**config.mk**
```make
export PLATFORM = sky130hd
export DESIGN_NAME = sdram_cmd_trigger
export DESIGN_NICKNAME = d
export VERILOG_FILES = /design/src/rtl/sdram_trig_pkg.sv /design/src/rtl/sdram_trig_datapath.sv /design/src/rtl/sdram_trig_ctrl.sv /design/src/rtl/sdram_cmd_trigger.sv
export SDC_FILE = /design/constraint.sdc
export NUM_CORES = 1
export LEC_CHECK = 0
export BUFFER_PORTS_ARGS = -buffer_cell sky130_fd_sc_hd__buf_2
export CORE_UTILIZATION = 32
export DETAILED_ROUTE_END_ITERATION = 16
export PLACE_DENSITY = 0.56
export RECOVER_POWER = 50
export SLEW_MARGIN = 20
export SYNTH_ARGS = -nofsm -noshare
export SYNTH_HDL_FRONTEND = slang
export SYNTH_SLANG_ARGS = --single-unit
```
**constraint.sdc**
```tcl
create_clock -name clk -period 2.2 [get_ports clk]
set_input_delay 0.22 -clock clk [delete_from_list [all_inputs] [get_ports clk]]
set_output_delay 0.22 -clock clk [all_outputs]
set_load 0.01 [all_outputs]
```
**src/rtl/sdram_trig_pkg.sv**
```systemverilog
package sdram_trig_pkg;

  typedef enum logic [1:0] {
    CMD_NORMAL = 2'd0,
    CMD_PALL   = 2'd1,
    CMD_MRS    = 2'd2
  } sdCmd_e;

  typedef struct packed {
    logic capture;
    logic clrPall;
    logic clrMrs;
  } ctrlStrobe_t;

  function automatic logic [2:0] sizeBytes(input logic [1:0] sz);
    case (sz)
      2'b00:   sizeBytes = 3'd4;
      2'b01:   sizeBytes = 3'd1;
      default: sizeBytes = 3'd2;
    endcase
  endfunction

endpackage

```
**src/rtl/sdram_trig_datapath.sv**
```systemverilog
module sdram_trig_datapath
  import sdram_trig_pkg::*;
#(
  parameter int ADDR_W    = 32,
  parameter int SD_ADDR_W = 13,
  parameter int BANK_W    = 2,
  parameter int CMD_BASE  = 17
) (
  input  logic                 clk,
  input  logic                 rstN,
  input  logic                 cfgWe,
  input  logic [2:0]           cfgMux,
  input  logic [1:0]           cfgPortSize,
  input  logic                 cfgPallReq,
  input  logic                 cfgMrsReq,
  input  logic [ADDR_W-1:0]    busAddr,
  input  ctrlStrobe_t          strobe,
  output logic                 pallPend,
  output logic                 mrsPend,
  output logic [1:0]           portSize,
  output logic [2:0]           portBytes,
  output logic [SD_ADDR_W-1:0] sdAddr,
  output logic [BANK_W-1:0]    sdBank,
  output logic                 sdCmdBit
);

  localparam int IDX_W = $clog2(ADDR_W);

  logic [2:0]        muxCode;
  logic [ADDR_W-1:0] capAddr;
  logic [ADDR_W-1:0] bankShift;
  logic [IDX_W-1:0]  cmdIdx;

  always_ff @(posedge clk or negedge rstN) begin
    if (!rstN) begin
      muxCode  <= '0;
      portSize <= 2'b00;
      pallPend <= 1'b0;
      mrsPend  <= 1'b0;
    end else if (cfgWe) begin
      muxCode  <= cfgMux;
      portSize <= cfgPortSize;
      pallPend <= cfgPallReq;
      mrsPend  <= cfgMrsReq;
    end else begin
      if (strobe.clrPall) pallPend <= 1'b0;
      if (strobe.clrMrs)  mrsPend  <= 1'b0;
    end
  end

  always_ff @(posedge clk or negedge rstN) begin
    if (!rstN)               capAddr <= '0;
    else if (strobe.capture) capAddr <= busAddr;
  end

  always_comb begin
    cmdIdx    = IDX_W'(CMD_BASE) + IDX_W'(muxCode);
    bankShift = capAddr >> (cmdIdx + IDX_W'(1));
    sdCmdBit  = capAddr[cmdIdx];
    sdBank    = bankShift[BANK_W-1:0];
    sdAddr    = capAddr[SD_ADDR_W-1:0];
    portBytes = sizeBytes(portSize);
  end

endmodule

```
**src/rtl/sdram_trig_ctrl.sv**
```systemverilog
module sdram_trig_ctrl
  import sdram_trig_pkg::*;
#(
  parameter int CMD_CYCLES = 3
) (
  input  logic        clk,
  input  logic        rstN,
  input  logic        busReq,
  input  logic        busWrite,
  input  logic [1:0]  busSize,
  input  logic        pallPend,
  input  logic        mrsPend,
  input  logic [1:0]  portSize,
  output ctrlStrobe_t strobe,
  output logic        busAck,
  output logic        sdCmdValid,
  output sdCmd_e      sdCmd
);

  localparam int CNT_W = $clog2(CMD_CYCLES + 1);

  typedef enum logic [1:0] {ST_IDLE, ST_CMD, ST_ACK} state_e;

  state_e         state;
  sdCmd_e         curCmd, nextCmd;
  logic [CNT_W-1:0] cnt;
  logic [CNT_W-1:0] cmdLen;
  logic           widthOk;
  logic           lastCycle;

  always_comb begin
    widthOk = sizeBytes(busSize) <= sizeBytes(portSize);
    if (pallPend && busWrite && widthOk)  nextCmd = CMD_PALL;
    else if (mrsPend && !pallPend)        nextCmd = CMD_MRS;
    else                                  nextCmd = CMD_NORMAL;
    cmdLen    = (curCmd == CMD_NORMAL) ? CNT_W'(1) : CNT_W'(CMD_CYCLES);
    lastCycle = (state == ST_CMD) && (cnt == cmdLen - CNT_W'(1));
    strobe.capture = (state == ST_IDLE) && busReq;
    strobe.clrPall = lastCycle && (curCmd == CMD_PALL);
    strobe.clrMrs  = lastCycle && (curCmd == CMD_MRS);
    busAck     = (state == ST_ACK);
    sdCmdValid = (state == ST_CMD);
    sdCmd      = curCmd;
  end

  always_ff @(posedge clk or negedge rstN) begin
    if (!rstN) begin
      state  <= ST_IDLE;
      curCmd <= CMD_NORMAL;
      cnt    <= '0;
    end else begin
      case (state)
        ST_IDLE: if (busReq) begin
          state  <= ST_CMD;
          curCmd <= nextCmd;
          cnt    <= '0;
        end
        ST_CMD: begin
          if (lastCycle) state <= ST_ACK;
          else           cnt   <= cnt + CNT_W'(1);
        end
        default: state <= ST_IDLE;
      endcase
    end
  end

endmodule

```
**src/rtl/sdram_cmd_trigger.sv**
```systemverilog
module sdram_cmd_trigger
  import sdram_trig_pkg::*;
#(
  parameter int ADDR_W     = 32,
  parameter int SD_ADDR_W  = 13,
  parameter int BANK_W     = 2,
  parameter int CMD_CYCLES = 3
) (
  input  logic                 clk,
  input  logic                 rstN,
  input  logic                 cfgWe,
  input  logic [2:0]           cfgMux,
  input  logic [1:0]           cfgPortSize,
  input  logic                 cfgPallReq,
  input  logic                 cfgMrsReq,
  output logic                 pallPending,
  output logic                 mrsPending,
  output logic [2:0]           portBytes,
  input  logic                 busReq,
  input  logic                 busWrite,
  input  logic [ADDR_W-1:0]    busAddr,
  input  logic [1:0]           busSize,
  output logic                 busAck,
  output logic                 sdCmdValid,
  output logic [1:0]           sdCmd,
  output logic [SD_ADDR_W-1:0] sdAddr,
  output logic [BANK_W-1:0]    sdBank,
  output logic                 sdCmdBit
);

  ctrlStrobe_t strobe;
  logic [1:0]  portSize;
  sdCmd_e      cmdEnum;

  sdram_trig_datapath #(
    .ADDR_W(ADDR_W), .SD_ADDR_W(SD_ADDR_W), .BANK_W(BANK_W), .CMD_BASE(17)
  ) u_dp (
    .clk(clk), .rstN(rstN), .cfgWe(cfgWe), .cfgMux(cfgMux),
    .cfgPortSize(cfgPortSize), .cfgPallReq(cfgPallReq), .cfgMrsReq(cfgMrsReq),
    .busAddr(busAddr), .strobe(strobe), .pallPend(pallPending),
    .mrsPend(mrsPending), .portSize(portSize), .portBytes(portBytes),
    .sdAddr(sdAddr), .sdBank(sdBank), .sdCmdBit(sdCmdBit)
  );

  sdram_trig_ctrl #(.CMD_CYCLES(CMD_CYCLES)) u_ctrl (
    .clk(clk), .rstN(rstN), .busReq(busReq), .busWrite(busWrite),
    .busSize(busSize), .pallPend(pallPending), .mrsPend(mrsPending),
    .portSize(portSize), .strobe(strobe), .busAck(busAck),
    .sdCmdValid(sdCmdValid), .sdCmd(cmdEnum)
  );

  assign sdCmd = cmdEnum;

endmodule

```
== Word level (Yosys, flattened, before mapping) ==
Index checks and enable logic that the tools add are counted.
Widths: inputs -> output; s select.

* Flip-flop bits (word level): 45
* Bits of input ports: 46
* Output and inout port bits: 25
* Logic and storage cells: 60

* Add/subtract/negate cells: 4
* Order comparisons: 2
* Eq/ne operators: 10
* Shift-type cells: 1
* Mux-type cells: 17
* Reduce and logical (&&, ||, !) cells: 18

{| class="wikitable"
|+ Operators with widths
! cell !! count
|-
| $shr 32x5->2 || 1
|-
| $mux 2 || 7
|-
| $pmux 3 s2 || 2
|-
| $eq 2x1->1 const B || 4
|-
| $logic_not 2->1 || 4
|-
| $pmux 2 s2 || 2
|-
| $logic_and 1x1->1 || 7
|-
| $lt 5x6->1 const B || 1
|-
| $reduce_bool 2->1 || 3
|-
| $add 5x1->5 const B || 1
|-
| $add 5x3->5 const A || 1
|-
| $bmux 1 s5 || 1
|-
| $mux 1 || 5
|-
| $eq 2x2->1 const B || 2
|-
| $ne 2x2->1 const B || 2
|-
| $reduce_and 2->1 || 2
|-
| $le 3x3->1 || 1
|-
| $reduce_and 3->1 || 1
|-
| $add 2x1->2 const B || 1
|-
| $eq 2x2->1 || 1
|-
| $ne 2x1->1 const B || 1
|-
| $sub 2x1->2 const B || 1
|-
| $logic_not 1->1 || 1
|}

== Depth between registers and ports, before layout ==
Gate-level depths: netlist of run 1.

* Word-level depth: 8
* Mapped depth: 10
* Mapped depth without buffers: 6

== Modules after synthesis ==
Synthesis of run 1 repeated with hierarchy kept, for this count alone.

* Cell total of the unflattened synthesis: 189
* Area, all modules: 2374.8 um^2

{| class="wikitable"
|+ Modules (own cells, without submodules)
! module !! instances !! cells each !! area an instance (um^2) !! seq. area each (um^2)
|-
| sdram_trig_datapath || 1 || 146 || 1966.9 || 900.9
|-
| sdram_trig_ctrl || 1 || 43 || 407.9 || 150.1
|}

== Worst setup path after synthesis of run 1 ==
Ideal clock, no wire load.

* Path type: register to output
* Start point: register u_dp.muxCode[0]
* End point: output sdBank[1]
* Arrival time: 2123 ps
* Required time: 1980 ps
* Path slack: -143 ps
* Stages on the path, launching flop included: 10
* Buffers on the path: 3
* Cells stage by stage: dfrtp_1 buf_2 buf_2 inv_1 ha_1 buf_6 mux4_2 mux2i_1 a31oi_1 a21boi_1

* Longest elaborated chain between the ends: 3

{| class="wikitable"
|+ RTL lines
! element !! line !! RTL
|-
| start, declared || sdram_trig_datapath.sv:29 || <nowiki>logic [2:0] muxCode;</nowiki>
|-
| start signal, assigned || sdram_trig_datapath.sv:41 || <nowiki>muxCode <= cfgMux;</nowiki>
|-
| $add 5x3->5 || sdram_trig_datapath.sv:57 || <nowiki>cmdIdx = IDX_W'(CMD_BASE) + IDX_W'(muxCode);</nowiki>
|-
| $add 5x1->5 || sdram_trig_datapath.sv:58 || <nowiki>bankShift = capAddr >> (cmdIdx + IDX_W'(1));</nowiki>
|-
| $shr 32x5->2 || sdram_trig_datapath.sv:58 ||
|-
| end, declared || sdram_cmd_trigger.sv:27 || <nowiki>output logic [BANK_W-1:0] sdBank,</nowiki>
|}

Every way passes these cells.

== Worst setup path in the final report of run 1 ==
* Start point: register u_dp.muxCode[0]
* End point: output sdBank[0]

The elaborated chain is that of the path after synthesis.

==> results of run 1 <==
-- critical path, stage by stage (launching register included) --
cell	delay (ps)
dfrtp_1	380
inv_2	60
ha_4	320
mux4_2	510
mux2i_1	190
a31oi_2	110
a21boi_1	130
buf_2	140
-- sequential cells by signal (all words and copies together), names as in the netlist --
name,cells
u_dp.capAddr,29
u_dp.muxCode,3
u_ctrl.cnt,2
u_ctrl.sdCmd,2
u_ctrl.state,2
u_dp.portSize,2
u_dp.mrsPend,1
u_dp.pallPend,1
-- final timing paths --
path,start,to
max in group asynchronous,rstN,u_dp.capAddr[20]
min in group asynchronous,rstN,u_dp.capAddr[2]
max reg2reg,u_dp.portSize[0],u_ctrl.sdCmd[0]
max,u_dp.muxCode[0],sdBank[0]
min reg2reg,u_dp.capAddr[5],u_dp.capAddr[5]
min,busAddr[3],u_dp.capAddr[3]
-- final cells by class --
cell class                      instances  area (um^2)  area share
Sequential cell                        42         1050       0.372
Timing Repair Buffer                   78          398       0.141
Clock inverter                          3         40.0      0.0142
Clock buffer                            5         68.8      0.0244
Tap cell                               96          120      0.0425
Multi-Input combinational cell        177         1120       0.397
Inverter                                7         26.3     0.00930
-- report_power, final --
part,switching (mW),total (mW),internal (mW)
Clock,0.266,0.600,0.334
Sequential,0.266,1.35,1.08
Combinational,0.689,1.32,0.628
-- kinds of logic after synthesis --
family | synth area share
muxes | 0.127
adders and majority gates | 0.0270
buffers and inverters | 0.0805
DFF | 0.454
and+or+nand+nor | 0.230
xor gates and xnor gates | 0.0178
AOI/OAI and AO/OA | 0.0632
-- cells in the final DEF (no fill, tap or decap), drive strengths merged, types with 6 or more instances in the layout --
master,synthesis,final
inv,7,7
mux2i,7,7
nand2,98,98
mux2,6,6
nor2b,6,6
mux4,7,7
nand3,6,6
buf,17,57
dfrtp,42,42
o21ai,12,12
clkbuf,9,25
-- timing repair --
| item | CTS | global route |
|---|---|---|
| buffers inserted | 2 | 0 |
| endpoints found under the setup margin | 3 | 3 |
| hold endpoints to repair | 16 | 0 |
| pin swaps | 1 | 1 |
| resized for setup | 2 | 6 |
| hold buffers | 1 | 0 |
-- metrics by stage --
stage / hold slack (ps) / util / power (mW) / instance area (um^2) / TNS, ps
after floorplan: -75.6 / - / 2.38 / 2330 / 0
after global placement: 185 / 0.389 / 2.67 / 2690 / 0
after detailed placement: 180 / 0.389 / 2.69 / 2690 / 0
after CTS: 99.9 / 0.409 / 3.32 / 2830 / -236
after global routing: 98.9 / 0.409 / 3.56 / 2820 / -550
final: 107 / 0.409 / 3.26 / 2820 / -259
-- layer usage --
layer,vias to the layer above,track usage
li1,941,-
met4,0,0.0530
met1,884,0.177
met2,38,0.248
met5,-,0
met3,6,0.0408
==> summary.md, run 1 <==
| Metric | Value |
|---|---|
| Place WS | 112 ps |
| Routed via count | 1869 |
| Critical path class | reg -> out |
| CP Capture Type | output pin |
| Sequential area share after synthesis | 0.454 |
| Top-count cell post-synth | nand2_1 |
| Clk buf depth | 2 |
| R2R depth | 5 |
| Core ar. | between 6000 and 7000 um^2 |
| R2R setup slack | 730 ps |
| Global-route wire length before repair | 8600 um |
| Hold depth | 3 |
| Met1 wire length | around 2300 um |
| CP arrival | 2120 ps |
| DP Wirelength | between 3000 and 4000 um |
| Post-Layout Cell Count | between 400 and 500 |
| Area leader, netlist | dfrtp_1 |
| FF+latch count, synth | 42 |
| Cell count after synthesis | 252 |
| Max-slew violation count | 0 |
| Final period util | 1.06 |
| Fin nets | around 360 |
| Die area | 7580 um^2 |
| Clk_skew | about 3.7 ps |
| Starting density of the core | 0.335 |
| Syn_area_per_cell | between 9 and 10 um^2 |
| Violated checks | negative setup slack |
| Detail-routed net length per standard cell | 12.2 um |
| Asr flop ratio synth | 1.00 |
| DRT Pass-1 Iters | 4 |
| Req. time, crit path | 1980 ps |
| Layout cells sized above 1 | 0.279 |
| Tmin final | 2340 ps |
| Maximum fanout along the worst path | 6 |
| Static Leak | 1.41 nW |
| Initial antenna violation count | 0 |
| DR DRC count | 0 |
| Slew margin rel. | 0.340 |
| Synth Flop Type | dfrtp_1 |
| WL met2 | ~2400 um |
| Highest metal used | met4 |
| Synth Cell Area | about 2300 um^2 |
| Synth top cells by count | nand2_1 (98), dfrtp_1 (42), buf_4 (14), o21ai_0 (11), clkbuf_1 (9) |
| Distinct cells, synth | 35 |
| Max Freq | 427 MHz |
| Die width | 87.1 um |
| CTS Root Buffer Type | clkbuf_8 |
| Number of setup violations in the final report | 2 |
| Avg Vias per Cell | 4.58 |
| Site Rows | 30 |
| VDD IR max | 0.424 mV |
| Final hold viol count | 0 |
| Pwr dens | 1160 nW/um^2 |
| Ranking of synthesized cells by area | dfrtp_1 (45%), nand2_1 (16%), mux4_2 (6.8%) |
| Initial drt markers | 56 |
| Final setup margin | -140 ps |
| Net Count, Synth | 303 |
| Antenna diode count | 0 |
| Status | complete, but fails checks |
| Yosys warns | 0 |
| Clock transition at the registers of the reported paths | around 80 ps |
| Worst-Margin Slew | between 900 and 1000 ps |
| Clock sinks | 42 |
| DR WL met3 | 277 um |
| Clk Latency, worst-skew pair | 290 ps |
| RSZ-0062 raised after global routing | yes |
| Placer's final routability congestion estimate | ~0.76 |
| Top cell type's share of synthesized area | 0.454 |
| Worst hold path type | in -> reg |
| Placed cell count | 397 |
| Port Buffers | 67 |
| Critical Path Start Type | register |
| EDFF count, synth | 0 |
| Total grt overflow | 0 |
| Largest net degree at the start of global routing | 30 |
| TritonCTS clock tree | yes |
| Final ANT Viol Nets | 0 |
| H-Tree Depth | 2 |
| Layout area overhead | 21.9% |
| Total of max-cap violations | 0 |
| Fillcell total | 745 |
| Die boundary height | 87.1 um |
| CTS Buf Count | 5 |
| Routed Wire Length | 4980 um |
| Number of global-route vias before repair | 1948 |
| # IOs | 71 |
| GRT Overall Usage | 0.146 |
Power figures use the tool's default switching activity.
==> run 2, diff against run 1 <==
- REMOVE_ABC_BUFFERS: default -> 1
==> run 2 against run 1 <==
Sequential share of layout area down 0.68 points; global-route usage fell by 0.22 points; combinational power is essentially flat; the run still ends with negative setup slack left; first-iteration DRC count is the same; clock skew up 4.0 ps; final cell count up 0.98%; clock power up 3%; die area stayed put.
==> summary.md, run 2 (synthesis gave the netlist of run 1 again) <==
| Metric | Value |
|---|---|
| Violated checks | negative setup slack |
| Starting density of the core | 0.335 |
| Clk Latency, worst-skew pair | 300 ps |
| Clock power share | 0.185 |
| R2R setup slack | 740 ps |
| Number of global-route vias before repair | 1748 |
| Detail-routed net length per standard cell | 12.3 um |
| Max-slew violation count | 0 |
| Number of setup violations in the final report | 3 |
| Final period util | 1.07 |
| CTS Buf Count | 5 |
| Total power | 3.32 mW |
| Clock sinks | 42 |
| Most flop-heavy register | u_dp.capAddr |
| Final ANT Viol Nets | 0 |
| Status | complete, but fails checks |
| Critical path class | reg -> out |
| FF-to-FF End | u_ctrl.sdCmd[0] |
| Psw | 1.26 mW |
| P_int | 2.06 mW |
| Clock transition at the registers of the reported paths | about 90 ps |
| Routed Wire Length | 5060 um |
| Max Freq | 425 MHz |
| Commonest non-fill, non-tap cell in the layout | nand2_1 |
| Final core utilization | 0.416 |
| Die area | 7580 um^2 |
| WHS | between 90 and 100 ps |
| Critical Path Start Type | register |
| Net Sw Frac | 0.380 |
| DRT Pass-1 Iters | 4 |
| Site Rows | 30 |
| Initial drt markers | 56 |
| # IOs | 71 |
| Pwr dens | 1150 nW/um^2 |
| Layout cells sized above 1 | 0.297 |
| Largest net degree at the start of global routing | 32 |
| Slew margin rel. | 0.277 |
| Static Leak | 1.43 nW |
| RSZ-0062 raised after global routing | yes |
| TritonCTS clock tree | yes |
| Die width | 87.1 um |
| Final hold viol count | 0 |
| CP startpoint | u_dp.muxCode[1] |
| Worst r2r src | u_dp.portSize[1] |
| Worst-Margin Slew | 1080 ps |
| Clk buf depth | 2 |
| Port Buffers | 67 |
| DP Wirelength | 3710 um |
| Final setup margin | -153 ps |
| Fillcell total | 746 |
| Placer's final routability congestion estimate | 0.783 |
| Logic gate share of total power | 0.404 |
| Reg power frac | 0.410 |
| Avg Vias per Cell | 4.58 |
| Total grt overflow | 0 |
| CP Capture Type | output pin |
| Maximum fanout along the worst path | 6 |
| Tmin final | between 2000 and 2500 ps |
| Most frequent cells in the layout | nand2_1 (98), buf_2 (48), dfrtp_1 (42) |
| Initial antenna violation count | 0 |
| Largest register FFs | 29 |
| Antenna diode count | 0 |
| Largest registers | u_dp.capAddr (29), u_dp.muxCode (3) |
| Clk_skew | around 7.7 ps |
| Worst hold path type | in -> reg |
| Fin nets | 366 |
| Routed via count | 1886 |
| Worst Setup EP | sdBank[1] |
| CP arrival | 2130 ps |
| Global-route wire length before repair | 8420 um |
| Die boundary height | 87.1 um |
| Core ar. | 6910 um^2 |
| GRT Overall Usage | 0.144 |
| H-Tree Depth | 2 |
| Layout area overhead | 24.2% |
| R2R depth | 5 |
| Placed cell count | around 400 |
| Post-Layout Cell Count | about 410 |
| CTS Root Buffer Type | clkbuf_8 |
| DR DRC count | 0 |
| Total of max-cap violations | 0 |
| Place WS | -12.0 ps |
| Area of the multi-input gates | between 1000 and 1500 um^2 |
| Req. time, crit path | 1980 ps |
| Sequential cell area | 1050 um^2 |
| VDD IR max | 0.452 mV |
## run 2: cell count changes in the layout (fill, tap and decap cells not counted), sizes merged
cell	change
clkinvlp	+1
clkbuf	+1
clkinv	-2
buf	+4
## run 2: power groups by stage
stage               Combinational, mW  Clock, mW  Sequential (mW)
floorplan                       0.818          0             1.36
global placement                 1.32          0             1.36
detailed placement               1.35          0             1.37
CTS                              1.38      0.636             1.36
global route                     1.52      0.663             1.41
finish                           1.34      0.616             1.36
## run 2: area by class of cell
class / instances / area share
clock buffer: 6 / 0.0252
clock inverter: 2 / 0.0130
inverter: 7 / 0.00913
multi-input combinational: 177 / 0.395
sequential: 42 / 0.365
tap: 96 / 0.0418
timing repair buffer: 82 / 0.150
## run 2: metrics by stage
| stage | setup TNS [ps] | area [um^2] |
|---|---|---|
| CTS | -406 | 2860 |
| finish | -332 | 2880 |
| floorplan | -997 | 2160 |
| global placement | 0 | 2710 |
| global route | -681 | 2880 |
| detailed placement | -12.0 | 2710 |
## run 2: repair_timing
action	in CTS	in global routing
endpoints found under the hold margin	19	0
endpoints found under the setup margin	3	3
hold buffers	1	0
gates cloned	0	0
resized for setup	9	6
setup buffers	0	2
pin swaps	0	3
## run 2: worst max-delay path, cell delays in order (launching register included)
cell and delay [ps]:
dfrtp_1 420, ha_4 340, mux4_2 510, mux2i_1 180
a31oi_1 100, a21boi_2 160, buf_2 130
## run 2: per-layer routing
layer	vias up	global-route usage	part of all wire
met1	875	0.190	0.49
li1	947	-	-
met4	0	0.0485	0.013
met3	7	0.0351	0.059
met2	57	0.231	0.44
met5	-	0	0
## run 2: worst min path at each step
stage                          start               to  slack (ps)  cells past startpoint
after floorplan                 rstN    u_ctrl.cnt[0]         -80                      0
after global placement          rstN  u_ctrl.sdCmd[1]         200                      1
after detailed placement        rstN  u_ctrl.sdCmd[0]         190                      1
after CTS                 busAddr[9]  u_dp.capAddr[9]         100                      3
after global routing      busAddr[0]  u_dp.capAddr[0]         100                      3
final                     busAddr[9]  u_dp.capAddr[9]         100                      3
